==> config.mk <==
export PLATFORM = sky130hd
export DESIGN_NAME = blk_xlate_unit
export DESIGN_NICKNAME = d
export VERILOG_FILES = /design/src/rtl/bxl_pkg.sv /design/src/rtl/bxl_regs.sv /design/src/rtl/bxl_match.sv /design/src/rtl/bxl_pick.sv /design/src/rtl/blk_xlate_unit.sv
export SDC_FILE = /design/constraint.sdc
export NUM_CORES = 1
export LEC_CHECK = 0
export ABC_AREA = 1
export ABC_CLOCK_PERIOD_IN_PS = 1790
export BUFFER_PORTS_ARGS = -buffer_cell sky130_fd_sc_hd__buf_2
export CAP_MARGIN = 5
export CORE_AREA = 2 2 215 217
export CTS_CLUSTER_SIZE = 24
export DETAILED_ROUTE_END_ITERATION = 12
export DIE_AREA = 0 0 217 219
export PLACE_DENSITY = 0.69
export SETUP_SLACK_MARGIN = 0.1
export SKIP_LAST_GASP = 1
export SLEW_MARGIN = 20
export SYNTH_ARGS = -nofsm -noshare
export SYNTH_HDL_FRONTEND = slang
export SYNTH_SLANG_ARGS = --single-unit
==> constraint.sdc <==
create_clock -name clk -period 1.79 [get_ports clk]
set_input_delay 0.4475 -clock clk [delete_from_list [all_inputs] [get_ports clk]]
set_output_delay 0.4475 -clock clk [all_outputs]
set_load 0.005 [all_outputs]
==> src/rtl/bxl_pkg.sv <==
package bxl_pkg;
  localparam int unsigned ADDR_W   = 32;
  localparam int unsigned PAGE_LSB = 12;
  localparam int unsigned BLK_LSB  = 17;
  localparam int unsigned BLK_MSB  = 27;
  localparam int unsigned BLK_W    = BLK_MSB - BLK_LSB + 1;
  localparam int unsigned NSIDES   = 2;
  localparam logic [ADDR_W-1:0] UPR_KEEP = 32'h0000_1FFF;
  localparam logic [ADDR_W-1:0] LWR_KEEP = 32'h0000_007B;
  localparam logic [ADDR_W-1:0] HI_FIELD = 32'hFFFE_0000;

  typedef struct packed {
    logic rd;
    logic wr;
  } perm_t;
endpackage

==> src/rtl/bxl_regs.sv <==
module bxl_regs
  import bxl_pkg::*;
#(
  parameter int unsigned N_ENT = 4,
  localparam int unsigned IDX_W = (N_ENT > 1) ? $clog2(N_ENT) : 1
) (
  input  logic                                        clk,
  input  logic                                        rst_n,
  input  logic                                        wr_en,
  input  logic                                        wr_side,
  input  logic                                        wr_upper,
  input  logic [IDX_W-1:0]                            wr_idx,
  input  logic [ADDR_W-1:0]                           wr_data,
  output logic [NSIDES-1:0][N_ENT-1:0][ADDR_W-1:0]    upr_q,
  output logic [NSIDES-1:0][N_ENT-1:0][ADDR_W-1:0]    lwr_q
);
  logic [NSIDES-1:0][N_ENT-1:0][ADDR_W-1:0] upr_d, lwr_d;
  logic [ADDR_W-1:0] new_mask;

  assign new_mask = {{(ADDR_W-BLK_MSB-1){1'b0}}, wr_data[12:2], {BLK_LSB{1'b0}}};

  always_comb begin
    upr_d = upr_q;
    lwr_d = lwr_q;
    if (wr_en) begin
      if (wr_upper) begin
        upr_d[wr_side][wr_idx] = (wr_data & UPR_KEEP) | (wr_data & HI_FIELD & ~new_mask);
        lwr_d[wr_side][wr_idx] = (lwr_q[wr_side][wr_idx] & LWR_KEEP)
                               | (lwr_q[wr_side][wr_idx] & HI_FIELD & ~new_mask);
      end else begin
        lwr_d[wr_side][wr_idx] = wr_data;
      end
    end
  end

  always_ff @(posedge clk or negedge rst_n) begin
    if (!rst_n) begin
      upr_q <= '0;
      lwr_q <= '0;
    end else if (wr_en) begin
      upr_q <= upr_d;
      lwr_q <= lwr_d;
    end
  end

  for (genvar s = 0; s < NSIDES; s++) begin : g_side
    for (genvar e = 0; e < N_ENT; e++) begin : g_ent

      upr_clear_chk: assert property (@(posedge clk) disable iff (!rst_n)
        (wr_en && wr_upper && wr_side == s[0] && wr_idx == e[IDX_W-1:0])
        |=> (upr_q[s][e][16:13] == 4'h0 && lwr_q[s][e][16:7] == 10'h0 && !lwr_q[s][e][2]));
    end
  end
endmodule

==> src/rtl/bxl_match.sv <==
module bxl_match
  import bxl_pkg::*;
(
  input  logic [ADDR_W-1:0]          upr,
  input  logic [ADDR_W-1:0]          lwr,
  input  logic [ADDR_W-1:0]          ea,
  input  logic                       user,
  output logic                       usable,
  output logic [ADDR_W-1:PAGE_LSB]   ra_page,
  output perm_t                      perm
);
  logic [BLK_W-1:0] blen;
  logic             tag_ok, priv_ok;

  assign blen    = upr[12:2];
  assign tag_ok  = (ea[31:28] == upr[31:28]) &&
                   ((ea[BLK_MSB:BLK_LSB] & ~blen) == upr[BLK_MSB:BLK_LSB]);
  assign priv_ok = user ? upr[0] : upr[1];
  assign usable  = tag_ok && priv_ok;
  assign ra_page = {lwr[31:28],
                    (ea[BLK_MSB:BLK_LSB] & blen) | lwr[BLK_MSB:BLK_LSB],
                    ea[BLK_LSB-1:PAGE_LSB]};
  assign perm.wr = lwr[1];
  assign perm.rd = lwr[1] | lwr[0];
endmodule

==> src/rtl/bxl_pick.sv <==
module bxl_pick #(
  parameter int unsigned N_ENT = 4,
  localparam int unsigned IDX_W = (N_ENT > 1) ? $clog2(N_ENT) : 1
) (
  input  logic [N_ENT-1:0] req,
  output logic [N_ENT-1:0] grant,
  output logic [IDX_W-1:0] idx,
  output logic             any
);
  always_comb begin
    grant = '0;
    idx   = '0;
    any   = 1'b0;
    for (int i = 0; i < N_ENT; i++) begin
      if (req[i] && !any) begin
        grant[i] = 1'b1;
        idx      = i[IDX_W-1:0];
        any      = 1'b1;
      end
    end
  end
endmodule

==> src/rtl/blk_xlate_unit.sv <==
module blk_xlate_unit
  import bxl_pkg::*;
#(
  parameter int unsigned N_ENT = 4,
  localparam int unsigned IDX_W = (N_ENT > 1) ? $clog2(N_ENT) : 1
) (
  input  logic              clk,
  input  logic              rst_n,
  input  logic              wr_en,
  input  logic              wr_side,
  input  logic              wr_upper,
  input  logic [IDX_W-1:0]  wr_idx,
  input  logic [31:0]       wr_data,
  input  logic              lk_valid,
  input  logic              lk_side,
  input  logic              lk_user,
  input  logic              lk_write,
  input  logic [31:0]       lk_ea,
  output logic              res_valid,
  output logic              res_hit,
  output logic              res_miss,
  output logic              res_fault,
  output logic [31:0]       res_ra,
  output logic              res_rd_ok,
  output logic              res_wr_ok
);
  logic [NSIDES-1:0][N_ENT-1:0][ADDR_W-1:0] upr_q, lwr_q;
  logic [N_ENT-1:0]                         usable, grant;
  logic [N_ENT-1:0][ADDR_W-1:PAGE_LSB]      pages;
  perm_t [N_ENT-1:0]                        perms;
  logic [IDX_W-1:0]                         win;
  logic                                     any;

  bxl_regs #(.N_ENT(N_ENT)) u_regs (
    .clk(clk), .rst_n(rst_n), .wr_en(wr_en), .wr_side(wr_side),
    .wr_upper(wr_upper), .wr_idx(wr_idx), .wr_data(wr_data),
    .upr_q(upr_q), .lwr_q(lwr_q)
  );

  for (genvar e = 0; e < N_ENT; e++) begin : g_cmp
    bxl_match u_match (
      .upr(upr_q[lk_side][e]), .lwr(lwr_q[lk_side][e]), .ea(lk_ea),
      .user(lk_user), .usable(usable[e]), .ra_page(pages[e]), .perm(perms[e])
    );
  end

  bxl_pick #(.N_ENT(N_ENT)) u_pick (
    .req(usable), .grant(grant), .idx(win), .any(any)
  );

  logic        vld_d, hit_d, miss_d, flt_d;
  logic [31:0] ra_d;
  perm_t       perm_d;

  always_comb begin
    perm_d = any ? perms[win] : '0;
    ra_d   = any ? {pages[win], lk_ea[PAGE_LSB-1:0]} : '0;
    vld_d  = lk_valid;
    hit_d  = lk_valid && any;
    miss_d = lk_valid && !any;
    flt_d  = lk_valid && any && (lk_write ? !perm_d.wr : !perm_d.rd);
  end

  always_ff @(posedge clk or negedge rst_n) begin
    if (!rst_n) begin
      res_valid <= 1'b0;
      res_hit   <= 1'b0;
      res_miss  <= 1'b0;
      res_fault <= 1'b0;
    end else begin
      res_valid <= vld_d;
      res_hit   <= hit_d;
      res_miss  <= miss_d;
      res_fault <= flt_d;
    end
  end

  always_ff @(posedge clk or negedge rst_n) begin
    if (!rst_n) begin
      res_ra    <= '0;
      res_rd_ok <= 1'b0;
      res_wr_ok <= 1'b0;
    end else if (lk_valid) begin
      res_ra    <= ra_d;
      res_rd_ok <= perm_d.rd;
      res_wr_ok <= perm_d.wr;
    end
  end


  one_winner_chk: assert property (@(posedge clk) disable iff (!rst_n)
    $onehot0(grant) && (any == (usable != '0)));

  fault_needs_hit_chk: assert property (@(posedge clk) disable iff (!rst_n)
    res_fault |-> (res_hit && !res_miss));

  offset_pass_chk: assert property (@(posedge clk) disable iff (!rst_n)
    (lk_valid && any) |=> (res_ra[PAGE_LSB-1:0] == $past(lk_ea[PAGE_LSB-1:0])));

  valid_follows_chk: assert property (@(posedge clk) disable iff (!rst_n)
    res_valid |-> (res_hit ^ res_miss));

  valid_origin_chk: assert property (@(posedge clk) disable iff (!rst_n)
    lk_valid |=> res_valid);
endmodule

==> reports/metrics.cfg, run 1 <==
[synth]
ys_types=44
yosys.area.top_type=dfrtp_1
syn_area_per_cell_um2=7.596
yosysWarnings=0
synth_area_leaders=dfrtp_1, nand2_1, o21ai_0
synth_seq_cells=398
syn_nets=2730
synthCells=2655
yosys.area.top_type_share_pct=49.39
synth_ff_type=dfrtp_1
async_reset_ff_share_pct=100.0
synth_area_um2=20170
ys_seq_area_share_pct=49.39
synth-edff-count=0

[power]
leakagePower_nw=13.08
p_int_w=0.01890
max-vdd-ir-drop_uv=830.9
powerDensity_nw_per_um2=1053
switchingPower_w=0.008816
p_clk_share_pct=33.8
switching_share_pct=31.81
pwr-share-comb_pct=24.1
power_frac_seq_pct=42.1

[timing]
post-route-period-util_pct=129.3
worst_pin_slew_ns=0.8067
fmax_mhz=432.0
slew_viol_final=0
fin_tns_setup_ns=-15.97
setup_ws_ns=-0.5246
rsz0062_at_grt=true
finClkSkew_ns=0.02439
finalSetupViolCount=37
fin_crit_ns=2.315
maxSlewHeadroom_pct=46.02
hold_viol=0

[finish]
n_fill_cell=4068
final_net_count=3072
drive_above_1_share_pct=24.32
antenna_cells=0
fin_cells=3626
final_area_um2=26320
most-common-layout-cells=nand2_1, dfrtp_1, o21ai_0, buf_4, inv_1
syn_to_final_growth_pct=30.49
final_common_cell=nand2_1

[routing]
vias=20267
wl_per_cell_um=20.22
antenna_left=0
drt_first_pass_iters=7
routed_via_density=5.589
drc=0
drtIter0Drc=2432
drt-total-wl_mm=73.30

[global_routing]
gr-total-overflow=0
grt_max_degree=72
grt_first_pass_wirelength_mm=110.5
grt_pass1_vias=19353
grt_usage_pct=30.35
antenna_found_initial=1

[die]
fp.dieW_um=217
dieArea_um2=47520
rows=78
ioPinCount=113
floorplan.die.height_um=219
start_util_pct=44.73
coreArea_um2=45090

[setup_path]
reg2reg_depth=18
start_kind=flip-flop
cp-startpoint=u_regs.upr_q[165]$_DFFE_PN0P_
crit_arrival_ns=2.79
worst-setup-path-type=flip-flop to flip-flop
r2r_setup_slack_ns=-0.52
critPathMaxFanout=4
cp.required_ns=2.27
r2r-start=u_regs.upr_q[165]$_DFFE_PN0P_
worstSetupEndpointType=flip-flop
worstSetupEndpoint=res_fault$_DFF_PN0_
crit-reg2reg-capture=res_fault$_DFF_PN0_

[clock_tree]
cts.sinks=398
cts_root_buf=clkbuf_16
cts_max_level=2
numCtsBuffers=45
cts_tree=yes
clkTransAtPathRegs_ns=0.06
clockBufferDepth=3
clk_latency_ns=0.60

[outcome]
failed_checks=setup timing
outcome=finished, violations left

[min_path]
min_path_cells=1
hold_class=input port to flip-flop

[placed_design]
place.gp.congestion=0.9437
postPlaceCellArea_um2=23790
dp_hpwl_mm=50.78
dp_slack_ns=-1.091
portBuffers=108
place_inst=3523

[flow_run]
drv_cap=0

synth_stat cells (8+ instances only):
library cell  instances
nand2_1             878
dfrtp_1             398
o21ai_0             351
inv_1               269
nand3_1             171
nor2_1              137
clkbuf_1             83
o21ai_1              65
a21oi_1              52
o22ai_1              34
buf_2                26
o211ai_1             22
a22o_1               17
a221oi_1             14
buf_4                11
inv_2                11
o41ai_1              11
buf_1                10
buf_6                 9
o211ai_2              9
nand4_1               8
o21bai_1              8
registers in the layout (all words and copies together) (netlist names):
signal and count:
res_hit 1, res_fault 1, res_miss 1, u_regs.lwr_q 136
res_ra 32, res_valid 1, res_rd_ok 1, u_regs.upr_q 224
res_wr_ok 1
final cells by class:
cell class              instances  area [µm²]  area share [%]
flip-flops and latches        398        9962           37.86
well taps                     600       750.7           2.853
repair buffers                432        3695           14.04
clock inverters                11       127.6          0.4850
clock buffers                  65        1341           5.097
inverters                     282        1094           4.156
multi-input cells            1838        9345           35.51
kinds of logic after synthesis:
| group | synth area share (%) |
|---|---|
| AO/OA/AOI/OAI | 16.96 |
| XOR/XNOR | 0.2606 |
| buffers and inverters | 8.537 |
| flip-flops | 49.39 |
| multiplexers | 0.3475 |
| AND/OR/NAND/NOR | 24.51 |
worst max-delay path, stage by stage (launching register included):
cell and delay, ns:
dfrtp_1 0.40, nand2_2 0.09, o21ai_4 0.07, o21bai_1 0.15, buf_4 0.16, nand2_4 0.05
nor2_4 0.10, nand2_1 0.06, nor2_1 0.12, nand2_2 0.14, nand2_8 0.16, buf_6 0.14
nand3_2 0.07, nand2_2 0.07, nor2_2 0.05, nor2_2 0.14, nand3_1 0.10, nand2_1 0.07
nor2_1 0.04
metrics by stage:
step | total power (W) | utilization, % | hold WS (ns)
4_1_cts | 0.02726 | 56.35 | 0.006988
3_3_place_gp | 0.01762 | 52.77 | 0.3648
6_report | 0.02772 | 58.36 | 0.03241
5_1_grt | 0.02909 | 58.36 | 0.02867
2_1_floorplan | 0.01515 | - | 0.1519
3_5_place_dp | 0.01784 | 52.77 | 0.3661
worst min path at each step:
stage / start / to / slack (ns)
floorplan: rst_n / res_fault$_DFF_PN0_ / 0.15
global placement: rst_n / u_regs.upr_q[29]$_DFFE_PN0P_ / 0.36
detailed placement: rst_n / u_regs.upr_q[29]$_DFFE_PN0P_ / 0.37
CTS: lk_valid / res_valid$_DFF_PN0_ / 0.007
global route: lk_valid / res_valid$_DFF_PN0_ / 0.03
finish: lk_valid / res_valid$_DFF_PN0_ / 0.03
layer usage:
layer / part of all wire [%] / global-route usage [%] / vias up
met2: 46 / 48.36 / 975
met5: 0.022 / 0 / -
met1: 40 / 40.83 / 9799
met4: 4.9 / 14.36 / 2
li1: - / - / 9295
met3: 9.0 / 4.574 / 196
power by group through the flow:
stage                     clock network [W]  registers [W]  logic, W
after detailed placement                  0         0.0118   0.00607
after floorplan                           0         0.0115   0.00364
after global routing                0.00981         0.0119   0.00741
after CTS                           0.00942         0.0116   0.00621
after global placement                    0         0.0117   0.00591
final                               0.00936         0.0117   0.00668
repair_timing:
item                                   in CTS  in global routing
pin swaps                                  23                 81
endpoints found under the hold margin      19                  0
cloned                                      0                  8
setup endpoints to repair                  38                108
resized for setup                          37                166
hold buffers                                1                  0
setup buffers                               3                 15
(Power assumes the default switching activity.)
==> inputs of run 2 (changes only) <==
- ABC_AREA: 1 -> unset
- CELL_PAD_IN_SITES_DETAIL_PLACEMENT: unset -> 1
- CELL_PAD_IN_SITES_GLOBAL_PLACEMENT: unset -> 1
- CORE_AREA: 2 2 215 217 -> 2 2 216 218
- DIE_AREA: 0 0 217 219 -> 0 0 218 220
- PLACE_DENSITY: 0.69 -> 0.81
==> reports/metrics.cfg, run 2 <==
[synth]
synth_area_um2=19870  ; -1.5%
ys_seq_area_share_pct=50.12  ; +0.74 points
yosys.area.top_type_share_pct=50.12  ; +0.74 points
ys_types=62  ; +41%
synth_area_leaders=dfrtp_1, mux2_2, o21ai_0
synth_compound_area_share_pct=19.84  ; +2.9 points
synth-simple-area-share_pct=11.89  ; -13 points
async_reset_ff_share_pct=100.0  ; unchanged
synth_commonest_cells=dfrtp_1, o21ai_0, nand2_1
synthAdderAreaFrac_pct=0  ; unchanged
synthCells=1967  ; -26%
yosys.area.top_type=dfrtp_1
synth.mux.area_fraction_pct=13.72  ; +13 points
yosysWarnings=0  ; unchanged
syn_nets=2042  ; -25%
synth_top_family_by_area=compound AO/OA/AOI/OAI gates
synth.most_common_cell=dfrtp_1
yosys.area_share.xor_xnor_pct=0.7934  ; +0.53 points
synth-edff-count=0  ; unchanged
synth_seq_cells=398  ; unchanged
syn_area_per_cell_um2=10.10  ; +33%
synth_ff_type=dfrtp_1

[timing]
finalSetupViolCount=40  ; +8.1%
maxSlewHeadroom_pct=45.89  ; -0.13 points
post-route-period-util_pct=161.2  ; +32 points
fmax_mhz=346.5  ; -20%
setup_ws_ns=-1.096  ; -0.5715 ns
slew_viol_final=0  ; unchanged
worst_pin_slew_ns=0.8116  ; +0.004944 ns
finClkSkew_ns=0.03170  ; +0.007310 ns
fin_crit_ns=2.886  ; +0.5715 ns
rsz0062_at_grt=true
hold_viol=0  ; unchanged

[die]
start_util_pct=43.32  ; -1.4 points
ioPinCount=113  ; unchanged
rows=79  ; +1.3%
fp.dieW_um=218  ; +0.46%
dieArea_um2=47960  ; +0.92%
floorplan.die.height_um=220  ; +0.46%
coreArea_um2=45860  ; +1.7%

[global_routing]
grt_first_pass_wirelength_mm=130.9  ; +18%
grt_usage_pct=36.95  ; +6.6 points
grt_max_degree=71  ; -1.4%
gr-total-overflow=0  ; unchanged
antenna_found_initial=1  ; unchanged
grt_pass1_vias=20324  ; +5.0%

[setup_path]
cp.required_ns=2.34  ; +0.07 ns
worst-setup-path-type=flip-flop to flip-flop
critPathMaxFanout=18  ; +14
start_kind=flip-flop
crit_arrival_ns=3.44  ; +0.65 ns
critPathSlowestCell=dfrtp_2
crit_top_cell=buf_4
cp_slowest_stage_delay_ns=0.46  ; +0.06 ns
timing.critical_path.cells=nor3_2, o21ai_2, buf_4, o2111ai_1, nor4_1, nand4_1, buf_6, buf_12, buf_4, a211oi_1, o21ai_0, o2bb2ai_2
worstSetupEndpointType=flip-flop
path_buf_inv=4  ; +2
critPathTopFamily=compound AO/OA/AOI/OAI gates

[power]
max-vdd-ir-drop_uv=702.5  ; -15%
leakagePower_nw=12.43  ; -5.0%
total_power_w=0.03104  ; +12%
powerDensity_nw_per_um2=1146  ; +8.8%

[placed_design]
portBuffers=108  ; unchanged
dp_slack_ns=-1.401  ; -0.3094 ns
dp_hpwl_mm=62.50  ; +23%
place.gp.congestion=0.9690  ; +2.7%

[finish]
n_fill_cell=4934  ; +21%
reg.largest.list=u_regs.upr_q: 224 flops, u_regs.lwr_q: 136 flops, res_ra: 32 flops
antenna_cells=0  ; unchanged
drive_above_1_share_pct=39.22  ; +15 points
most-common-layout-cells=dfrtp_1, buf_4, nand2_1, o21ai_0, mux2_2
final_net_count=2515  ; -18%
largest_register_ffs=224  ; unchanged
final_common_cell=dfrtp_1
syn_to_final_growth_pct=36.31
regMostFlops=u_regs.upr_q

[outcome]
failed_checks=setup timing
outcome=finished, violations left

[flow_run]
drv_cap=0  ; unchanged

[routing]
drt_first_pass_iters=6  ; -1
wl_per_cell_um=30.37  ; +50%
drt-total-wl_mm=93.63  ; +28%
antenna_left=0  ; unchanged
drc=0  ; unchanged
vias=19749  ; -2.6%
routed_via_density=6.406  ; +15%
drtIter0Drc=2181  ; -10%

[min_path]
hold_class=input port to flip-flop

[clock_tree]
cts.sinks=398  ; unchanged
clkTransAtPathRegs_ns=0.06  ; about the same
numCtsBuffers=47  ; +4.4%
cts_root_buf=clkbuf_16
clk_latency_ns=0.62  ; +0.02 ns
cts_tree=yes
clockBufferDepth=3  ; unchanged
cts_max_level=2  ; unchanged

-- run 2: timing repair --
item                       CTS  global route
gates cloned                 3             3
gates resized for setup     62           113
setup buffers               19            46
setup endpoints to repair   55           119
hold buffers                 1             0
hold endpoints to repair    26             0
pin swaps                   41            44
-- run 2: power by group --
part | total (W) | internal (W) | switching [W] | leakage [nW]
Clock | 0.0102 | 0.00607 | 0.00415 | 0.783
Combinational | 0.00845 | 0.00393 | 0.00452 | 6.55
Sequential | 0.0124 | 0.0107 | 0.00171 | 5.10
Total | 0.0310 | 0.0207 | 0.0104 | 12.4
-- run 2: path summary, 6_finish.rpt --
| path | startpoint | to | slack [ns] | cells past startpoint |
|---|---|---|---|---|
| max | u_regs.upr_q[10]$_DFFE_PN0P_ | res_ra[21]$_DFFE_PN0P_ | -1.10 | 12 |
| min | lk_ea[12] | res_ra[12]$_DFFE_PN0P_ | 0.06 | 2 |
| max reg2reg | u_regs.upr_q[10]$_DFFE_PN0P_ | res_ra[21]$_DFFE_PN0P_ | -1.10 | 12 |
| min reg2reg | res_ra[29]$_DFFE_PN0P_ | res_ra[29]$_DFFE_PN0P_ | 0.49 | 1 |
| max in group asynchronous | rst_n | u_regs.upr_q[164]$_DFFE_PN0P_ | 0.71 | 4 |
| min in group asynchronous | rst_n | res_valid$_DFF_PN0_ | 0.33 | 2 |
-- run 2: cell type report --
cell class / count / area (µm²) / area share (%)
multi-input combinational: 1405 / 9983 / 36.86
sequential: 398 / 9962 / 36.78
timing repair buffer: 571 / 4730 / 17.46
clock buffer: 68 / 1345 / 4.966
tap: 607 / 759.5 / 2.804
clock inverter: 17 / 241.5 / 0.8916
inverter: 17 / 63.81 / 0.2356
-- run 2: routing by layer --
metal,global-route usage (%),up-vias,routed length [µm]
met5,0,-,16
met1,45.65,10086,35150
met2,58.99,1160,43150
met3,7.467,385,8077
met4,24.22,2,7236
li1,-,8116,-
-- run 2: cells by family after synthesis --
| logic type | Yosys count |
|---|---|
| DFF | 398 |
| muxes | 234 |
| buffers and inverters | 164 |
| and+or+nand+nor | 502 |
| AOI/OAI and AO/OA | 651 |
| xor gates and xnor gates | 18 |
-- run 2: worst reg2reg max path: stages (launching register included) --
cell and delay (ns):
dfrtp_2 0.46, nor3_2 0.10, o21ai_2 0.25, buf_4 0.19
o2111ai_1 0.15, nor4_1 0.26, nand4_1 0.14, buf_6 0.16
buf_12 0.13, buf_4 0.23, a211oi_1 0.32, o21ai_0 0.24
o2bb2ai_2 0.18
-- run 2: per-stage QoR --
step                      hold slack (ns)  instance area (µm²)  setup TNS (ns)  util, %  cells
final                             0.06077                27080          -32.78    59.05   3083
after floorplan                    0.1519                20330          -24.24        -   1967
after global routing              0.06370                27080          -35.16    59.05   3083
after global placement             0.3644                24250         -131.76    52.87   2931
after CTS                         0.06143                26260          -26.96    57.25   3037
after detailed placement           0.3567                24250         -147.26    52.87   2931
